==> src/rtl/lfsr_syn_pkg.sv <==
package lfsr_syn_pkg;
  // lower coefficients (x^0..x^(w-1)) of a primitive polynomial of degree w
  function automatic logic [31:0] poly_default(input int w);
    case (w)
      3:       return 32'h3;
      4:       return 32'h3;
      5:       return 32'h5;
      6:       return 32'h3;
      7:       return 32'h3;
      8:       return 32'h1D;
      16:      return 32'h100B;
      default: return 32'h1D;
    endcase
  endfunction
endpackage

==> src/rtl/lfsr_syn_cell.sv <==
module lfsr_syn_cell #(
  parameter bit TAP = 1'b0
) (
  input  logic clk_i,
  input  logic rst_ni,
  input  logic clear_i,
  input  logic en_i,
  input  logic d_i,
  input  logic fb_i,
  output logic q_o
);
  logic d_next;
  assign d_next = d_i ^ (TAP & fb_i);

  always_ff @(posedge clk_i or negedge rst_ni) begin
    if (!rst_ni)      q_o <= 1'b0;
    else if (clear_i) q_o <= 1'b0;
    else if (en_i)    q_o <= d_next;
  end
endmodule

==> src/rtl/lfsr_syn_zero.sv <==
module lfsr_syn_zero #(
  parameter int WIDTH = 8
) (
  input  logic [WIDTH-1:0] vec_i,
  output logic             zero_o
);
  assign zero_o = ~|vec_i;
endmodule

==> src/rtl/lfsr_syn.sv <==
module lfsr_syn
  import lfsr_syn_pkg::*;
#(
  parameter int          WIDTH = 8,
  parameter logic [31:0] POLY  = poly_default(WIDTH)
) (
  input  logic             clk_i,
  input  logic             rst_ni,
  input  logic             clear_i,
  input  logic             en_i,
  input  logic             din_i,
  output logic [WIDTH-1:0] state_o,
  output logic             zero_o
);
  localparam int MSB = WIDTH - 1;

  logic [WIDTH-1:0] q;
  logic             fb;

  assign fb = q[MSB];

  for (genvar k = 0; k < WIDTH; k++) begin : g_stage
    logic prev;
    if (k == 0) begin : g_head
      assign prev = din_i;  // serial bit enters beside the x^0 feedback
    end else begin : g_body
      assign prev = q[k-1];
    end
    lfsr_syn_cell #(
      .TAP((k == 0) ? 1'b1 : POLY[k])
    ) i_cell (
      .clk_i  (clk_i),
      .rst_ni (rst_ni),
      .clear_i(clear_i),
      .en_i   (en_i),
      .d_i    (prev),
      .fb_i   (fb),
      .q_o    (q[k])
    );
  end

  lfsr_syn_zero #(.WIDTH(WIDTH)) i_zero (
    .vec_i (q),
    .zero_o(zero_o)
  );

  assign state_o = q;
endmodule

==> config.mk <==
export PLATFORM = sky130hd
export DESIGN_NAME = lfsr_syn
export DESIGN_NICKNAME = d
export VERILOG_FILES = /design/src/rtl/lfsr_syn_pkg.sv /design/src/rtl/lfsr_syn_cell.sv /design/src/rtl/lfsr_syn_zero.sv /design/src/rtl/lfsr_syn.sv
export SDC_FILE = /design/constraint.sdc
export NUM_CORES = 1
export LEC_CHECK = 0
export ABC_AREA = 1
export BUFFER_PORTS_ARGS = -buffer_cell sky130_fd_sc_hd__buf_2
export CORE_AREA = 2 2 39 41
export CTS_CLUSTER_SIZE = 10
export DETAILED_ROUTE_END_ITERATION = 7
export DIE_AREA = 0 0 41 43
export PLACE_DENSITY_LB_ADDON = 0.3
export RECOVER_POWER = 25
export REMOVE_ABC_BUFFERS = 1
export SYNTH_ARGS = -nofsm -noshare
export SYNTH_HDL_FRONTEND = slang
export SYNTH_HIERARCHICAL = 1
export SYNTH_SLANG_ARGS = --single-unit
export TNS_END_PERCENT = 5
==> constraint.sdc <==
create_clock -name clk_i -period 0.99 [get_ports clk_i]
set_clock_uncertainty 0.1 [all_clocks]
set_input_delay 0.0495 -clock clk_i [delete_from_list [all_inputs] [get_ports clk_i]]
set_output_delay 0.0495 -clock clk_i [all_outputs]
set_load 0.05 [all_outputs]
Yosys cells after proc, flatten, opt, wreduce, memory -nomap -nowiden
Index checks and enable logic that the tools add are counted.

word-level totals
  flip-flop bits (word level) = 8
  latch bits = 0
  bits in writable memories = 0
  memory bits (read-only) = 0
  bits of input ports = 5
  output and inout bits = 9
  word-level logic and storage cells = 31
  memories kept = 0

cells by class
  $add $sub $neg = 0
  $mul = 0
  div/mod/pow operators = 0
  $lt $le $gt $ge = 0
  eq/ne operators = 0
  shifts and indexed selects = 0
  mux-type cells = 16
  bitwise logic cells = 4
  reduce and logical (&&, ||, !) cells = 3

operator list
  operator           count
  $mux 1             16
  $reduce_or 8->1    1
  $xor 1x1->1        4
  $reduce_bool 2->1  1
  $logic_not 1->1    1

Depth between registers and ports, before layout
Gate-level depths: netlist of the first run.

  word-level depth = 3
  mapped depth = 5
  gate-level depth less buffers = 5

Cells and area by module
Netlist of the first run, hierarchy kept.

modules (own cells, without submodules)
  module                                 times used  cells each  area an instance (sq um)  sequential area each (sq um)
  lfsr_syn_cell (g_stage[0].i_cell ...)  4           10          60.1                      25.0
  lfsr_syn_cell (g_stage[1].i_cell ...)  4           6           45.0                      25.0
  lfsr_syn                               1           8           60.1                      0.0
  lfsr_syn_zero                          1           7           26.3                      0.0

Least setup slack after synthesis of the first run
No wires, ideal clock.

  path kind = register to output
  from = reg g_stage[7].i_cell.q_o
  to = out zero_o
  arrival = 1279 ps
  required time = 840 ps
  slack = -438 ps
  cell stages (with the launch flop) = 4
  buffers on the path = 0
  path through = dfrtp_1 nor2_1 nand2_1 nor2_1

on the way
  cells in the longest elaborated chain, start to end = 2

ends and longest elaborated chain
  what                    RTL line             text
  start, declared         lfsr_syn_cell.sv:10  output logic q_o
  start signal, assigned  lfsr_syn_cell.sv:18  else if (en_i) q_o <= d_next;
  $reduce_or 8->1         lfsr_syn_zero.sv:7   assign zero_o = ~|vec_i;
  $logic_not 1->1         lfsr_syn_zero.sv:7
  end, declared           lfsr_syn.sv:13       output logic zero_o

Every way passes these cells.

Worst setup path in the final report of the first run
  from = reg g_stage[5].i_cell.q_o
  to = out zero_o

on the way
  cells in the longest elaborated chain, start to end = 2

ends and longest elaborated chain
  what                    RTL line
  start, declared         lfsr_syn_cell.sv:10
  start signal, assigned  lfsr_syn_cell.sv:18
  $reduce_or 8->1         lfsr_syn_zero.sv:7
  $logic_not 1->1         lfsr_syn_zero.sv:7

Every way passes these cells.

==> insert_results.sql, run 1 <==
INSERT INTO impl_metrics (metric_group, metric, value, unit) VALUES
('synth', 'netlist-cell-type-count', '6', ''),
('final_layout', 'share_of_final_layout_standard_cells_stronger_than_drive_strength_1', '25.0', '%'),
('detailed_routing', 'drt_iter0_drc', '18', ''),
('clock_network', 'postCtsSetupBuffers', '0', ''),
('detailed_routing', 'detail_route.vias_per_cell', '4.47', ''),
('placement', 'placedCellCount', '108', ''),
('detailed_routing', 'routed_wl', '1090', 'µm'),
('final_layout', 'top_regs', 'g_stage.i_cell/q_o: 8 flops', ''),
('power_and_ir_drop', 'power.density_cell_area', '1230', 'nW/µm²'),
('power_and_ir_drop', 'worst_ir_drop_vdd', '0.598', 'mV'),
('timing', 'final_ws_setup', '-251', 'ps'),
('global_route', 'grt.overflow.total', '0', ''),
('placement', 'hpwl', '768', 'µm'),
('detailed_routing', 'first_pass_drt_iterations', '4', ''),
('global_route', 'grt_antenna_before_repair', '0', ''),
('power_and_ir_drop', 'total_leakage_power', '0.403', 'nW'),
('die', 'die_h', '43', 'µm'),
('timing', 'worstMarginPinSlew', '449', 'ps'),
('clock_network', 'clockBufferDepth', '2', ''),
('synth', 'yosys_register_bits', '8', ''),
('global_route', 'pin_count_of_the_biggest_net_entering_global_routing', '17', ''),
('setup_path', 'timing.critical_path.fanout_max', '2', ''),
('setup_path', 'worstSetupStartpointType', 'register', ''),
('synth', 'netlist_area', '507', 'µm²'),
('synth', 'post_synth_inst_count', '79', ''),
('die', 'die_width', '41', 'µm'),
('die', 'effective_utilization_at_floorplan', '36.6', '%'),
('die', 'rows', '14', ''),
('clock_network', 'cts.clk_slew.worst_paths', '60', 'ps'),
('final_layout', 'antennaDiodeCount', '0', ''),
('detailed_routing', 'drcViolationCount', '0', ''),
('global_route', 'grt_pass1_wl', '1690', 'µm'),
('setup_path', 'worstPathCellList', 'nor2_1, nand2_1, nor2_2, buf_6', ''),
('die', 'floorplan.die_area', '1760', 'µm²'),
('timing', 'setup_viol_count_final', '9', ''),
('placement', 'place_ws', '-52.1', 'ps'),
('placement', 'portBuffers', '13', ''),
('timing', 'period_minus_ws_final', '1240', 'ps'),
('timing', 'finalMaxSlewViolations', '0', ''),
('setup_path', 'critical_path_class', 'reg2out', ''),
('min_path', 'min-delay-path-class', 'in2reg', ''),
('final_layout', 'mostFrequentLayoutCells', 'nand2_1 (22), inv_1 (16), nor2_1 (16), buf_6 (11)', ''),
('clock_network', 'tritoncts', 'done', ''),
('timing', 'final-hold-violation-count', '0', ''),
('die', 'top_level_ports', '14', ''),
('timing', 'fmax', '806', 'MHz'),
('synth', 'syn-mean-instance-area', '6.41', 'µm²'),
('clock_network', 'h_tree_depth', '1', ''),
('timing', 'relative_slew_margins', '70.1', '%'),
('placement', 'place_congestion', '0.723', ''),
('status', 'failed_checks', 'negative setup slack', ''),
('clock_network', 'cts_num_sinks', '8', ''),
('synth', 'synth_warnings', '6', ''),
('power_and_ir_drop', 'total_power', '0.850', 'mW'),
('clock_network', 'ctsRootBufferMaster', 'clkbuf_4', ''),
('run', 'drv.max_cap_violation_count', '0', ''),
('final_layout', 'finish.net_count', '103', ''),
('setup_path', 'worst-endpoint-required', '840', 'ps'),
('timing', 'fin_setup_tns', '-926', 'ps'),
('global_route', 'grt.total_usage', '14.6', '%'),
('detailed_routing', 'num_vias', '501', ''),
('setup_path', 'timing.critical_path.max_delay_family', 'flip-flops', ''),
('timing', 'period_share', '125', '%'),
('setup_path', 'critical-path-max-stage-delay', '380', 'ps'),
('setup_path', 'critPathSlowestCell', 'dfrtp_1', ''),
('setup_path', 'worst-path-buf-inv', '1', ''),
('final_layout', 'nFillCells', '148', ''),
('synth', 'synth_sequential_area_ratio', '39.5', '%'),
('status', 'status', 'complete, but fails checks', ''),
('setup_path', 'cp-end-kind', 'primary output', ''),
('final_layout', 'mostFrequentLayoutCell', 'nand2_1', ''),
('detailed_routing', 'postRouteAntennaNets', '0', ''),
('final_layout', 'area_delta_synth_final', '36.0', '%'),
('timing', 'grt_setup_unrepaired', 'true', ''),
('global_route', 'first_global_vias', '418', ''),
('final_layout', 'non_filler_cells_final', '112', ''),
('final_layout', 'largest_register', 'g_stage.i_cell/q_o', ''),
('die', 'core', '1380', 'µm²'),
('clock_network', 'cts-buffers-inserted', '3', ''),
('final_layout', 'largest_register_ffs', '8', ''),
('detailed_routing', 'wl_per_cell', '9.73', 'µm'),
('setup_path', 'crit_arrival', '1090', 'ps'),
('clock_network', 'insertion_delay', '250', 'ps');
-- worst min-delay path, delay by kind of cell --
kind,cells,cell delay [ps]
buf+inv,2,130
simple gates,3,160
-- path summary, 6_finish.rpt --
check | startpoint | depth (start not counted) | end | slack, ps
setup / recovery | g_stage[5].i_cell/q_o | 4 | zero_o | -250
hold / removal | din_i | 5 | g_stage[0].i_cell/q_o | 30
setup reg to reg | g_stage[7].i_cell/q_o | 5 | g_stage[0].i_cell/q_o | 10
hold reg to reg | g_stage[5].i_cell/q_o | 3 | g_stage[5].i_cell/q_o | 500
max in group asynchronous | rst_ni | 2 | g_stage[1].i_cell/q_o | 330
min in group asynchronous | rst_ni | 2 | g_stage[2].i_cell/q_o | 150
-- metal layers --
layer	global-route usage (%)	vias up	part of all wire (%)
li1	-	257	-
met1	18.9	232	43
met2	20.3	10	51
met3	2.09	2	4.5
met4	12.0	0	1.3
met5	0	-	0
-- area by class of cell --
class                   count  area, µm²  area share, %
flip-flops and latches      8        200           29.0
repair buffers             22        198           28.7
multi-input cells          47        189           27.4
inverters                  16       60.1           8.71
clock buffers               3       22.5           3.27
well taps                  16       20.0           2.90
-- cells in the mapped netlist, drive strengths merged --
master | count | area [µm²]
dfrtp | 8 | 200
nand2 | 22 | 82.6
buf | 8 | 60.1
inv | 16 | 60.1
nor2 | 17 | 63.8
nand3 | 8 | 40.0
-- stage by stage --
stage	utilization, %	hold WS (ps)	area, µm²
finish	49.8	26.2	689
global route	49.8	61.6	689
CTS	49.6	18.0	687
detailed placement	42.8	-195	592
global placement	42.8	-200	592
floorplan	-	-346	447
-- what timing repair did --
action	in CTS	in global routing
setup endpoints to repair	11	13
gates resized for setup	20	1
pin swaps	2	0
endpoints found under the hold margin	8	0
hold buffers	1	0
-- cell families after synthesis --
logic type	after synthesis	synth area share, %
buffers and inverters	24	23.7
flip-flops	8	39.5
AND/OR/NAND/NOR	47	36.8
-- power by group --
group	total, mW	internal (mW)	switching (mW)
clock	0.255	0.139	0.116
sequential	0.349	0.341	0.00839
combinational	0.245	0.0918	0.153
Note: power is estimated with default switching activity, not from simulation.
==> run 2, diff against run 1 <==
Settings changed: GPL_TIMING_DRIVEN set to 0, SETUP_SLACK_MARGIN set to 0.15.
==> insert_results.sql, run 2 (synthesis results as in run 1) <==
INSERT INTO impl_metrics (metric_group, metric, value, unit) VALUES
('status', 'failed_checks', 'negative setup slack', ''),
('global_route', 'grt.total_usage', '13.4', '%'),
('power_and_ir_drop', 'share_clk_of_total_power', '29.1', '%'),
('die', 'top_level_ports', '14', ''),
('timing', 'relative_slew_margins', '71.4', '%'),
('power_and_ir_drop', 'combinationalPowerShare', '29.6', '%'),
('power_and_ir_drop', 'power.density_cell_area', '1190', 'nW/µm²'),
('timing', 'period_share', '126', '%'),
('global_route', 'pin_count_of_the_biggest_net_entering_global_routing', '17', ''),
('final_layout', 'nFillCells', '133', ''),
('global_route', 'grt_pass1_wl', '1590', 'µm'),
('setup_path', 'reg2reg_slack', '0', 'ps'),
('min_path', 'hold_path.startpoint', 'din_i', ''),
('detailed_routing', 'routed_wl', '1010', 'µm'),
('detailed_routing', 'detail_route.vias_per_cell', '4.33', ''),
('timing', 'worstMarginPinSlew', '429', 'ps'),
('final_layout', 'mostFrequentLayoutCell', 'nand2_1', ''),
('final_layout', 'area_delta_synth_final', '40.2', '%'),
('die', 'effective_utilization_at_floorplan', '36.6', '%'),
('clock_network', 'ctsRootBufferMaster', 'clkbuf_4', ''),
('run', 'drv.max_cap_violation_count', '0', ''),
('power_and_ir_drop', 'sw_frac_of_total', '31.9', '%'),
('die', 'core', '1380', 'µm²'),
('min_path', 'min_delay_path_depth', '5', ''),
('placement', 'portBuffers', '13', ''),
('power_and_ir_drop', 'intPower', '0.578', 'mW'),
('status', 'status', 'complete, but fails checks', ''),
('timing', 'finalMaxSlewViolations', '0', ''),
('setup_path', 'timing.critical_path.fanout_max', '2', ''),
('clock_network', 'cts-buffers-inserted', '3', ''),
('clock_network', 'h_tree_depth', '1', ''),
('power_and_ir_drop', 'total_leakage_power', '0.407', 'nW'),
('min_path', 'min-delay-path-class', 'in2reg', ''),
('die', 'floorplan.die_area', '1760', 'µm²'),
('setup_path', 'worst_r2r_path_depth', '5', ''),
('power_and_ir_drop', 'total_power', '0.849', 'mW'),
('setup_path', 'worst-path-buf-inv', '1', ''),
('final_layout', 'final_standard_cell_area_without_fillers', '711', 'µm²'),
('setup_path', 'worstPathCellList', 'nor2_1, nand2_1, nor2_2, buf_6', ''),
('setup_path', 'timing.critical_path.max_delay_family', 'flip-flops', ''),
('detailed_routing', 'wl_per_cell', '8.97', 'µm'),
('timing', 'final_ws_setup', '-262', 'ps'),
('placement', 'placed_cell_area', '532', 'µm²'),
('min_path', 'min_to', 'g_stage[0].i_cell/q_o', ''),
('final_layout', 'antennaDiodeCount', '0', ''),
('power_and_ir_drop', 'worst_ir_drop_vdd', '0.569', 'mV'),
('timing', 'final-hold-violation-count', '0', ''),
('setup_path', 'worst-endpoint-required', '840', 'ps'),
('die', 'rows', '14', ''),
('setup_path', 'worstSetupStartpointType', 'register', ''),
('final_layout', 'share_of_final_layout_standard_cells_stronger_than_drive_strength_1', '28.1', '%'),
('detailed_routing', 'drcViolationCount', '0', ''),
('setup_path', 'critical-path-max-stage-delay', '390', 'ps'),
('global_route', 'first_global_vias', '391', ''),
('final_layout', 'mostFrequentLayoutCells', 'nand2_1 (21), inv_1 (16), nor2_1 (15), buf_6 (9), nand3_1 (8)', ''),
('setup_path', 'rr_endpoint', 'g_stage[0].i_cell/q_o', ''),
('global_route', 'grt.overflow.total', '0', ''),
('clock_network', 'clockBufferDepth', '2', ''),
('setup_path', 'critPathSlowestCell', 'dfrtp_1', ''),
('global_route', 'grt_antenna_before_repair', '0', ''),
('final_layout', 'finish.net_count', '103', ''),
('clock_network', 'cts_num_sinks', '8', ''),
('clock_network', 'tritoncts', 'done', ''),
('setup_path', 'crit_arrival', '1100', 'ps'),
('clock_network', 'cts.clk_slew.worst_paths', '50', 'ps'),
('die', 'die_h', '43', 'µm'),
('timing', 'grt_setup_unrepaired', 'true', ''),
('placement', 'place_congestion', '0.695', ''),
('detailed_routing', 'num_vias', '485', ''),
('timing', 'fmax', '799', 'MHz'),
('final_layout', 'top_regs', 'g_stage.i_cell/q_o: 8 flops', ''),
('detailed_routing', 'first_pass_drt_iterations', '4', ''),
('timing', 'period_minus_ws_final', '1250', 'ps'),
('die', 'die_width', '41', 'µm'),
('power_and_ir_drop', 'power_frac_seq', '41.2', '%'),
('final_layout', 'largest_register_ffs', '8', ''),
('final_layout', 'largest_register', 'g_stage.i_cell/q_o', ''),
('setup_path', 'cp-end-kind', 'primary output', ''),
('timing', 'setup_viol_count_final', '10', ''),
('detailed_routing', 'postRouteAntennaNets', '0', ''),
('power_and_ir_drop', 'p_sw', '0.271', 'mW'),
('clock_network', 'insertion_delay', '250', 'ps'),
('detailed_routing', 'drt_iter0_drc', '13', ''),
('setup_path', 'origin_of_the_critical_flop_to_flop_path', 'g_stage[7].i_cell/q_o', ''),
('setup_path', 'critical_path_class', 'reg2out', '');
run 2: cell counts in the layout (fill, tap and decap cells not counted):
No cell type changed its count.
run 2: repair_timing:
action,4_1_cts,5_1_grt
pin swaps,7,9
hold buffers,1,0
buffers inserted,8,0
resized for setup,23,5
hold endpoints to repair,8,0
endpoints found under the setup margin,14,17
run 2: cell type report:
class / instances / area [µm²] / area share, %
Clock buffer: 3 / 22.5 / 3.17
Inverter: 16 / 60.1 / 8.45
Multi-Input combinational cell: 47 / 194 / 27.3
Sequential cell: 8 / 201 / 28.3
Tap cell: 16 / 20.0 / 2.82
Timing Repair Buffer: 22 / 213 / 29.9
run 2: through the flow:
| step | setup WS [ps] | utilization, % | setup TNS [ps] | hold slack [ps] | instances |
|---|---|---|---|---|---|
| 6_report | -262 | 51.4 | -952 | 25.1 | 112 |
| 5_1_grt | -307 | 51.4 | -1380 | 65.5 | 112 |
| 4_1_cts | -269 | 50.3 | -963 | 16.8 | 112 |
| 3_5_place_dp | -207 | 38.4 | -309 | -200 | 100 |
| 3_3_place_gp | -194 | 38.4 | -237 | -197 | 100 |
| 2_1_floorplan | -674 | - | -1780 | -346 | 71 |
run 2: how the worst max path moves through the flow:
stage,startpoint,end,slack [ps],cells past startpoint
2_1_floorplan,g_stage[7].i_cell/q_o,zero_o,-670,3
3_3_place_gp,g_stage[7].i_cell/q_o,zero_o,-190,4
3_5_place_dp,g_stage[7].i_cell/q_o,zero_o,-210,4
4_1_cts,g_stage[0].i_cell/q_o,zero_o,-270,4
5_1_grt,g_stage[0].i_cell/q_o,zero_o,-310,4
6_report,g_stage[6].i_cell/q_o,zero_o,-260,4
run 2: per-layer routing:
metal / GRT usage [%] / part of all wire (%)
met5: 0 / 0
met4: 10.0 / 0
met3: 1.57 / 4.2
met2: 19.1 / 51
met1: 17.7 / 45
run 2: tightest hold or removal path: cells and delay by family:
kind,cells,cell delay [ps]
buffers and inverters,2,130
and+or+nand+nor,3,160
run 2: power by group through the flow:
stage | Combinational, mW | Clock [mW] | Sequential, mW
floorplan | 0.0733 | 0 | 0.410
global placement | 0.177 | 0 | 0.362
detailed placement | 0.178 | 0 | 0.362
CTS | 0.246 | 0.260 | 0.349
global route | 0.270 | 0.267 | 0.352
finish | 0.251 | 0.247 | 0.350
==> run 3, diff against run 2 <==
Settings changed: CELL_PAD_IN_SITES_DETAIL_PLACEMENT set to 1, CELL_PAD_IN_SITES_GLOBAL_PLACEMENT set to 1, CORE_AREA 2 2 39 41 to not set, CORE_UTILIZATION set to 33, DIE_AREA 0 0 41 43 to not set.
==> insert_results.sql, run 3 (synthesis results as in run 1) <==
INSERT INTO impl_metrics (metric_group, metric, value, unit) VALUES
('timing', 'grt_setup_unrepaired', 'true', ''),
('timing', 'period_share', '127', '%'),
('placement', 'hpwl', '806', 'µm'),
('final_layout', 'finish.net_count', '105', ''),
('final_layout', 'largest_register_ffs', '8', ''),
('final_layout', 'sequential_cell_area', '201', 'µm²'),
('global_route', 'grt_pass1_wl', '1990', 'µm'),
('setup_path', 'worst-path-buf-inv', '1', ''),
('setup_path', 'worstSetupStartpointType', 'register', ''),
('detailed_routing', 'wl_per_cell', '11.0', 'µm'),
('global_route', 'first_global_vias', '459', ''),
('clock_network', 'cts-buffers-inserted', '3', ''),
('detailed_routing', 'first_pass_drt_iterations', '2', ''),
('status', 'status', 'complete, but fails checks', ''),
('die', 'die_h', '41.2', 'µm'),
('die', 'die_width', '41.2', 'µm'),
('detailed_routing', 'num_vias', '494', ''),
('setup_path', 'timing.critical_path.fanout_max', '2', ''),
('placement', 'portBuffers', '13', ''),
('detailed_routing', 'postRouteAntennaNets', '0', ''),
('final_layout', 'mostFrequentLayoutCell', 'nand2_1', ''),
('placement', 'placedCellCount', '99', ''),
('final_layout', 'mostFrequentLayoutCells', 'nand2_1 (22), inv_1 (16), nor2_1 (15), buf_6 (14)', ''),
('detailed_routing', 'drcViolationCount', '0', ''),
('die', 'effective_utilization_at_floorplan', '37.1', '%'),
('setup_path', 'worst-endpoint-required', '840', 'ps'),
('power_and_ir_drop', 'power.density_cell_area', '1150', 'nW/µm²'),
('setup_path', 'cp-end-kind', 'primary output', ''),
('timing', 'final-hold-violation-count', '0', ''),
('placement', 'placed_cell_area', '531', 'µm²'),
('final_layout', 'final_core_utilization', '54.0', '%'),
('setup_path', 'crit_arrival', '1100', 'ps'),
('clock_network', 'h_tree_depth', '1', ''),
('global_route', 'pin_count_of_the_biggest_net_entering_global_routing', '17', ''),
('placement', 'place_congestion', '0.645', ''),
('timing', 'final_ws_setup', '-263', 'ps'),
('final_layout', 'area_delta_synth_final', '45.7', '%'),
('clock_network', 'cts_num_sinks', '8', ''),
('timing', 'fin_setup_tns', '-1470', 'ps'),
('final_layout', 'nFillCells', '182', ''),
('die', 'core', '1370', 'µm²'),
('timing', 'setup_viol_count_final', '13', ''),
('final_layout', 'non_filler_cells_final', '113', ''),
('final_layout', 'top_regs', 'g_stage.i_cell/q_o: 8 flops', ''),
('clock_network', 'insertion_delay', '240', 'ps'),
('clock_network', 'ctsRootBufferMaster', 'clkbuf_4', ''),
('status', 'failed_checks', 'negative setup slack', ''),
('run', 'drv.max_cap_violation_count', '0', ''),
('final_layout', 'multi_input_comb_area', '196', 'µm²'),
('detailed_routing', 'detail_route.vias_per_cell', '4.37', ''),
('die', 'floorplan.die_area', '1700', 'µm²'),
('setup_path', 'worstPathCellList', 'nor2_2, nand2_1, nor2_1, buf_6', ''),
('final_layout', 'largest_register', 'g_stage.i_cell/q_o', ''),
('die', 'rows', '13', ''),
('die', 'top_level_ports', '14', ''),
('timing', 'finalMaxSlewViolations', '0', ''),
('timing', 'worstMarginPinSlew', '467', 'ps'),
('detailed_routing', 'drt_iter0_drc', '4', ''),
('clock_network', 'cts.clk_slew.worst_paths', '60', 'ps'),
('clock_network', 'clockBufferDepth', '2', ''),
('global_route', 'grt.overflow.total', '0', ''),
('setup_path', 'timing.critical_path.max_delay_family', 'flip-flops', ''),
('min_path', 'min-delay-path-class', 'in2reg', ''),
('global_route', 'grt_antenna_before_repair', '0', ''),
('timing', 'period_minus_ws_final', '1250', 'ps'),
('clock_network', 'tritoncts', 'done', ''),
('detailed_routing', 'routed_wl', '1250', 'µm'),
('setup_path', 'critPathSlowestCell', 'dfrtp_1', ''),
('timing', 'fmax', '798', 'MHz'),
('final_layout', 'final_standard_cell_area_without_fillers', '738', 'µm²'),
('setup_path', 'critical-path-max-stage-delay', '390', 'ps'),
('setup_path', 'critical_path_class', 'reg2out', ''),
('setup_path', 'reg2reg_slack', '-130', 'ps'),
('final_layout', 'antennaDiodeCount', '0', ''),
('timing', 'relative_slew_margins', '68.9', '%'),
('final_layout', 'share_of_final_layout_standard_cells_stronger_than_drive_strength_1', '29.6', '%'),
('power_and_ir_drop', 'total_leakage_power', '0.420', 'nW'),
('global_route', 'grt.total_usage', '18.4', '%'),
('power_and_ir_drop', 'worst_ir_drop_vdd', '0.741', 'mV');
[run 3: changes by cell type in the layout (fill, tap and decap cells not counted), sizes merged]
| cell | previous run | this run |
|---|---|---|
| buf | 20 | 22 |
[run 3: area by class of cell]
class,count,share of cell area [%]
tap,15,2.54
inverter,16,8.14
clock buffer,3,3.05
multi-input combinational,47,26.6
timing repair buffer,24,32.4
sequential,8,27.3
[run 3: what timing repair did]
action,4_1_cts,5_1_grt
buffers inserted,9,1
endpoints found under the hold margin,8,0
hold buffers,1,0
endpoints found under the setup margin,14,17
pin swaps,4,3
resized for setup,23,8
[run 3: worst paths after layout]
path | to | startpoint | depth (start not counted)
worst max-delay path | zero_o | g_stage[6].i_cell/q_o | 4
worst min-delay path | g_stage[0].i_cell/q_o | din_i | 5
worst max register to register | g_stage[4].i_cell/q_o | g_stage[7].i_cell/q_o | 6
worst min register to register | g_stage[5].i_cell/q_o | g_stage[5].i_cell/q_o | 3
max in group asynchronous | g_stage[7].i_cell/q_o | rst_ni | 2
min in group asynchronous | g_stage[6].i_cell/q_o | rst_ni | 2
[run 3: worst min-delay path, stage by stage]
cell and delay (ps):
buf_2 90, nand2_1 50, nand3_1 60, nand2_1 50
inv_1 40
[run 3: layer usage]
layer  vias to the layer above  share of wire (%)  global-route usage [%]
met5                         -                  0                       0
met4                         0               0.40                    7.26
met3                         2                2.6                    1.63
met2                         8                 50                    29.7
met1                       223                 47                    25.0
li1                        261                  -                       -
[run 3: report_power, final]
part	switching (mW)	internal (mW)
clock	0.103	0.138
combinational	0.155	0.100
sequential	0.0118	0.341
[run 3: metrics by stage]
step	setup WS [ps]	power, mW	hold WS, ps
3_3_place_gp	-199	0.541	-195
2_1_floorplan	-674	0.483	-346
6_report	-263	0.850	22.1
4_1_cts	-271	0.851	19.1
5_1_grt	-355	0.905	42.4
3_5_place_dp	-220	0.545	-195
